[config.mk]
export PLATFORM = sky130hd
export DESIGN_NAME = pirq_router
export DESIGN_NICKNAME = d
export VERILOG_FILES = /design/src/rtl/pirq_router.sv
export SDC_FILE = /design/constraint.sdc
export NUM_CORES = 1
export LEC_CHECK = 0
export ABC_AREA = 1
export ABC_CLOCK_PERIOD_IN_PS = 4100
export BUFFER_PORTS_ARGS = -buffer_cell sky130_fd_sc_hd__buf_2
export CAP_MARGIN = 20
export CORE_AREA = 2 2 142 116
export CTS_CLUSTER_DIAMETER = 60
export CTS_CLUSTER_SIZE = 10
export DETAILED_ROUTE_END_ITERATION = 8
export DIE_AREA = 0 0 144 118
export GPL_ROUTABILITY_DRIVEN = 0
export PLACE_DENSITY_LB_ADDON = 0.3
export SLEW_MARGIN = 15
export SYNTH_ARGS = -nofsm -noshare
export SYNTH_HDL_FRONTEND = slang
export SYNTH_SLANG_ARGS = --single-unit
export TNS_END_PERCENT = 30
[constraint.sdc]
create_clock -name clk -period 4.1 [get_ports clk]
set_input_delay 0.41 -clock clk [delete_from_list [all_inputs] [get_ports clk]]
set_output_delay 0.41 -clock clk [all_outputs]
set_load 0.01 [all_outputs]
[src/rtl/pirq_router.sv]
module pirq_router #(
  parameter int NUM_PIRQ  = 4,
  parameter int NUM_LINES = 16,
  parameter logic [7:0] BASE      = 8'h60,
  parameter logic [7:0] RST_ROUTE = 8'h80
) (
  input  logic                         clk,
  input  logic                         rst_n,
  input  logic                         cfg_we,
  input  logic [7:0]                   cfg_addr,
  input  logic [7:0]                   cfg_wdata,
  output logic [7:0]                   cfg_rdata,
  input  logic [NUM_PIRQ-1:0]          pirq_in,
  output logic [NUM_LINES-1:0]         irq_out,
  input  logic [$clog2(NUM_PIRQ)-1:0]  qry_pirq,
  output logic                         qry_enabled,
  output logic [$clog2(NUM_LINES)-1:0] qry_line,
  input  logic [7:0]                   swz_devfn,
  input  logic [$clog2(NUM_PIRQ)-1:0]  swz_intx,
  output logic [$clog2(NUM_PIRQ)-1:0]  swz_pirq
);
  localparam int PW = $clog2(NUM_PIRQ);
  localparam int LW = $clog2(NUM_LINES);
  localparam int VW = NUM_LINES * NUM_PIRQ;
  localparam logic [7:0] LIMIT = 8'(NUM_LINES);
  localparam logic [7:0] TOP   = 8'(BASE + NUM_PIRQ);

  logic [NUM_PIRQ-1:0][7:0] route, route_nxt;
  logic [VW-1:0]            lvl, lvl_nxt;
  logic [NUM_PIRQ-1:0]      prev;
  logic                     in_rng, hit;
  logic [7:0]               off;

  assign in_rng = (cfg_addr >= BASE) && (cfg_addr < TOP);
  assign hit    = cfg_we && in_rng;
  assign off    = cfg_addr - BASE;

  always_comb begin
    route_nxt = route;
    if (hit) route_nxt[off[PW-1:0]] = cfg_wdata;
    lvl_nxt = lvl;
    if (hit) begin
      lvl_nxt = '0;
      for (int p = 0; p < NUM_PIRQ; p++)
        if (route_nxt[p] < LIMIT)
          lvl_nxt[{route_nxt[p][LW-1:0], PW'(p)}] = pirq_in[p];
    end else begin
      for (int p = 0; p < NUM_PIRQ; p++)
        if (pirq_in[p] != prev[p] && route[p] < LIMIT)
          lvl_nxt[{route[p][LW-1:0], PW'(p)}] = pirq_in[p];
    end
  end

  always_ff @(posedge clk) begin
    if (!rst_n) begin
      route <= {NUM_PIRQ{RST_ROUTE}};
      lvl   <= '0;
      prev  <= '0;
    end else begin
      route <= route_nxt;
      lvl   <= lvl_nxt;
      prev  <= pirq_in;
    end
  end

  for (genvar l = 0; l < NUM_LINES; l++) begin : g_line
    assign irq_out[l] = |lvl[l*NUM_PIRQ +: NUM_PIRQ];
  end

  assign cfg_rdata   = in_rng ? route[off[PW-1:0]] : 8'h00;
  assign qry_enabled = route[qry_pirq] < LIMIT;
  assign qry_line    = route[qry_pirq][LW-1:0];
  assign swz_pirq    = PW'(swz_intx + swz_devfn[3 +: PW] - PW'(1));

  function automatic logic [NUM_LINES-1:0] expect_out(
    input logic [NUM_PIRQ-1:0][7:0] rt, input logic [NUM_PIRQ-1:0] lv);
    logic [NUM_LINES-1:0] o;
    o = '0;
    for (int p = 0; p < NUM_PIRQ; p++)
      if (rt[p] < LIMIT && lv[p]) o[rt[p][LW-1:0]] = 1'b1;
    return o;
  endfunction

  // outputs equal the OR of routed levels seen one edge earlier
  a_r4_or_of_routed: assert property (@(posedge clk) disable iff (!rst_n)
    irq_out == expect_out(route, $past(pirq_in)));

  // with every PIRQ disabled no line is driven
  a_r2_all_off_quiet: assert property (@(posedge clk) disable iff (!rst_n)
    (route[0] >= LIMIT && route[1] >= LIMIT && route[2] >= LIMIT && route[3] >= LIMIT)
    |-> irq_out == '0);

  // a write outside the window leaves the routing untouched
  a_r7_outside_ignored: assert property (@(posedge clk) disable iff (!rst_n)
    (cfg_we && !in_rng) |=> $stable(route));

  // a disabled query never names a routed PIRQ
  a_r8_query_off: assert property (@(posedge clk) disable iff (!rst_n)
    !qry_enabled |-> route[qry_pirq][7:LW] != '0);

  // swizzle result shifts by one per device step
  always_comb begin
    if (rst_n)
      a_r9_swizzle: assert (((int'(swz_pirq) + 1) % NUM_PIRQ) ==
                            ((int'(swz_intx) + int'(swz_devfn >> 3)) % NUM_PIRQ));
  end
endmodule

-- Yosys cells after proc, flatten, opt, wreduce, memory -nomap -nowiden
Cells that the tools add are included.
W data, S select, Z words.
- bits in registers: 100
- bits of input ports: 35
- logic and storage cells: 122
- $add $sub $neg: 3
- order comparisons: 30
- equality and inequality tests: 4
- mux-type cells: 47
- bitwise operators: 1
- reductions and logical operators: 31
- operators by type and width (kind ; count):
    $mux W64 ; 15
    $bwmux W64 ; 7
    $lt A8 B5 Y1 const B ; 9
    $and A64 B61 Y64 ; 1
    $reduce_or A4 Y1 ; 16
    $lt A6 B7 Y1 const B ; 8
    $ge A6 B1 Y1 const B ; 8
    $bmux W8 S2 ; 2
    $bwmux W32 ; 1
    $demux W1 S4 ; 8
    $mux W32 ; 1
    $mux W8 ; 4
    $demux W8 S2 ; 1
    $logic_and A1 B1 Y1 ; 15
    $ge A8 B7 Y1 const B ; 1
    $lt A8 B7 Y1 const B ; 1
    $mux W1 ; 8
    $lt A2 B3 Y1 const B ; 2
    $ne A1 B1 Y1 ; 4
    $sub A2 B1 Y2 const B ; 2
    $add A2 B2 Y2 ; 1
    $ge A2 B1 Y1 const B ; 1

-- Logic depth before layout (Yosys ltp)
- depth after elaboration: 23
- mapped depth: 14

-- Least setup slack after synthesis
Ideal clock, no wire load.
- path type: reg2out
- start point: register route[14] (netlist name)
- end point: output port qry_enabled
- arrival: 1.394 ns
- data required time: 3.690 ns
- path slack: 2.296 ns
- cell stages (with the launch flop): 5
- path buffers: 1
- cells stage by stage: dfxtp_1 -> nor4_1 -> clkbuf_1 -> nand2_1 -> a31oi_1
- cells in the longest elaborated chain, start to end: 3
- RTL lines (item ; line ; text):
    start, declared ; 28 ; logic [NUM_PIRQ-1:0][7:0] route, route_nxt;
    start signal, assigned ; 56 ; route <= {NUM_PIRQ{RST_ROUTE}};
    start signal, assigned ; 60 ; route <= route_nxt;
    $bmux W8 S2 ; 71 ; assign qry_enabled = route[qry_pirq] < LIMIT;
    $mux W8 ; n/a ;
    $lt A8 B5 Y1 ; 71 ;
    end, declared ; 16 ; output logic qry_enabled,
Every way passes these cells. The select of a mux whose other input is x is not followed.

-- Worst setup path in the final report
- start point: input port cfg_addr[2]
- end point: register lvl[46]
- cells in the longest elaborated chain, start to end: 16
- elaborated cells on any way between the ends: 25
- classes of those cells: 8 x order compare; 14 x mux; 3 x reduce/logical
- RTL lines (item ; line ; text):
    start, declared ; 10 ; input logic [7:0] cfg_addr,
    $ge A8 B7 Y1 / $lt A8 B7 Y1 (equally long branches) ; 34 ; assign in_rng = (cfg_addr >= BASE) && (cfg_addr < TOP);
    $logic_and A1 B1 Y1 (*) ; 34 ;
    $logic_and A1 B1 Y1 (*) ; 35 ; assign hit = cfg_we && in_rng;
    $mux W32 ; 40 ; if (hit) route_nxt[off[PW-1:0]] = cfg_wdata;
    $lt A8 B5 Y1 ; 45 ; if (route_nxt[p] < LIMIT)
    $mux W64 ; 45 ;
    $mux W64 ; 42 ; if (hit) begin
    $bwmux W64 ; 46 ; lvl_nxt[{route_nxt[p][LW-1:0], PW'(p)}] = pirq_in[p];
    $mux W64 ; 45 ;
    $mux W64 ; 42 ;
    $bwmux W64 ; 46 ;
    $mux W64 ; 45 ;
    $mux W64 ; 42 ;
    $bwmux W64 ; 46 ;
    $mux W64 ; 45 ;
    $mux W64 (*) ; 42 ;
    end signal, assigned ; 61 ; lvl <= lvl_nxt;
    end, declared ; 29 ; logic [VW-1:0] lvl, lvl_nxt;
Mark *: on every way between the ends. The rest lies on a longest branch, timed or not. The select of a mux whose other input is x is not followed.
A chain may end at the register's enable or synchronous reset.

==> run metrics <==
status=finished, final reports clean; Setup crit start kind=input port; number of synthesized register bits=100; synth-to-layout area growth=9.481%; highest clock rate=422.4 MHz; vias in the first global route=6203; clk sinks=100; CTS max path bufs=2; clk_lat worst skew=0.35 ns; Arr. time, crit path=2.65 ns; Syn Nets=1092; CP max-delay cell=nand4_4; Worst VDD drop=0.0002049 V; H-Tree Depth=3; Hold Buf Count CTS=0; CTS Buf Count=9; RSZ-0062 raised after global routing=false; full die area=approximately 0.017 sq mm; DRT iter0 DRCs=about 850; Hold WC Path Type=in -> reg; GRT Total Usage=0.2553; cell count after synthesis=between 1000 and 1500; # IOs=66; Critical Path Sink Type=register; row count=41; floorplan die height=~120 um; min Tclk post-route=2.368 ns; distinct cell type count of the synthesized netlist=37; Pwr Total=~2100 uW; initial antenna violation count=1; Post-DP HPWL=15770 um; count of antenna-violating nets left after detailed routing=0; slowest cell delay on critical path=approximately 0.49 ns; drc violations=0; largest net degree at the start of global routing=49; post-cts sizing count=0; Die W=144 um; sequential-to-total area share from yosys stat=0.3028; Root Driver=clkbuf_16; CP Data Required Time=4.38 ns; Post-CTS Setup Repair Bufs=0; setup TNS=0 ns; core area=0.01554 sq mm; clock transition at the registers of the reported paths=0.07 ns; GR Overflow Total=0; Leak Pwr=0.003404 uW; Synth area leader=dfxtp_1; via count=7158; first-pass GRT wire length=between 30000 and 40000 um; Warnings, synthesis=0; layout cells sized above 1=0.1315; fillers=1631; DRT Pass-1 Iters=5; number of port buffers=59; Hold Violations, Final=0; initial core utilization=0.4253; Max-slew headroom=0.3774; Period Utilization, post-route=0.5775; WL final=21280 um; Avg WL per Cell=16.42 um; Least-Margin Pin Slew=0.9307 ns; largest cells by area after synthesis=dfxtp_1 (30%), nand2_1 (13%), o21ai_0 (12%), nand3_1 (6.5%), inv_1 (6.1%); CTS tree=done; Worst Clk Skew=~0.0084 ns; Netlist Area Pre-Place=0.006611 sq mm; Post-Syn Area per Cell=6.261 sq um; Slew Viols, Final=0; Max-Cap Viols=0; Vias/cell=about 5.5; Synth top area share=0.3028; Setup-failing EPs final=0; PD cells=293.1 mW/mm^2; Final Net Count=1111; worst hold margin=0.3912 ns; crit-path max FO=between 40 and 50; CP cell instances=buf_2 > nor2_4 > nand4_4 > buf_4 > o21ai_1 > inv_2 > nor2_1 > nand3_1 > a21oi_1; WS Path Type=in -> reg
## cells by family after synthesis
| family | after synthesis | share of synthesized area |
|---|---|---|
| buffers and inverters | 173 | 0.1166 |
| xor gates and xnor gates | 6 | 0.007948 |
| adders and majority gates | 1 | 0.001892 |
| and+or+nand+nor | 523 | 0.3751 |
| AOI/OAI and AO/OA | 253 | 0.1957 |
| DFF | 100 | 0.3028 |
## flip-flops by register name (all words and copies together), names as in the netlist
register and flops:
prev 4, lvl 64, route 32
## power by group
| part | switching, uW | internal (uW) | total [uW] |
|---|---|---|---|
| registers | 7.41 | 978 | 986 |
| logic | 124 | 49.7 | 174 |
| clock network | 415 | 547 | 962 |
| total | 546 | 1580 | 2120 |
## path summary, 6_finish.rpt
| check | from | endpoint | slack (ns) | cells past startpoint |
|---|---|---|---|---|
| hold reg to reg | lvl[61] | lvl[61] | 0.54 | 2 |
| setup / recovery | cfg_addr[2] | lvl[46] | 1.73 | 9 |
| setup reg to reg | route[29] | lvl[11] | 2.03 | 8 |
| hold / removal | pirq_in[0] | prev[0] | 0.39 | 3 |
## area by class of cell
class,instances,area (sq um),area share
Timing Repair Buffer,66,347.8,0.04806
Tap cell,215,269.0,0.03717
Sequential cell,100,2002,0.2766
Clock inverter,7,107.6,0.01487
Multi-Input combinational cell,783,3851,0.5321
Clock buffer,9,225.2,0.03111
Inverter,115,432.9,0.05981
Antenna cell,1,2.502,0.0003457
## stage by stage
step           setup WS (ns)  instance area (sq um)  utilization  cells
3_5_place_dp           1.428                   6903       0.4441   1279
3_3_place_gp           1.455                   6903       0.4441   1279
6_report               1.732                   7238       0.4657   1296
2_1_floorplan          2.296                   6611            -   1056
5_1_grt                1.564                   7236       0.4655   1295
4_1_cts                1.793                   7236       0.4655   1295
## critical path: cells and delay by family
family                 cells  cell delay, ns
AND/OR/NAND/NOR            4            1.05
buffers and inverters      3            0.69
AO/OA/AOI/OAI              2            0.47
## Yosys cell counts (all sizes together)
cell type / instances
nand2: 246
buf: 28
o21ai: 161
a31oi: 1
xor2: 4
nor2: 122
a221oi: 2
nor4: 2
and2: 3
nand4: 39
nor3: 6
nand3: 88
xnor2: 2
inv: 114
clkinv: 1
ha: 1
a21oi: 77
nor2b: 1
o22ai: 12
clkbuf: 30
dfxtp: 100
or4: 16
## routing by layer
layer / up-vias / share of wire / global-route usage
met3: 46 / 0.075 / 0.04394
met2: 303 / 0.43 / 0.3866
met5: - / 0 / 0
met4: 0 / 0.023 / 0.07353
li1: 3547 / - / -
met1: 3262 / 0.47 / 0.3702
## placed cells by master, fill, tap and decap left out, types with 23 or more instances in the layout
cell type,netlist,layout
a21oi_1,76,76
buf_2,6,59
dfxtp_1,100,100
inv_1,108,108
nand2_1,222,222
nand2_2,23,23
nand3_1,86,86
nand4_1,38,38
nor2_1,99,99
o21ai_0,154,154
(Power assumes the default switching activity.)
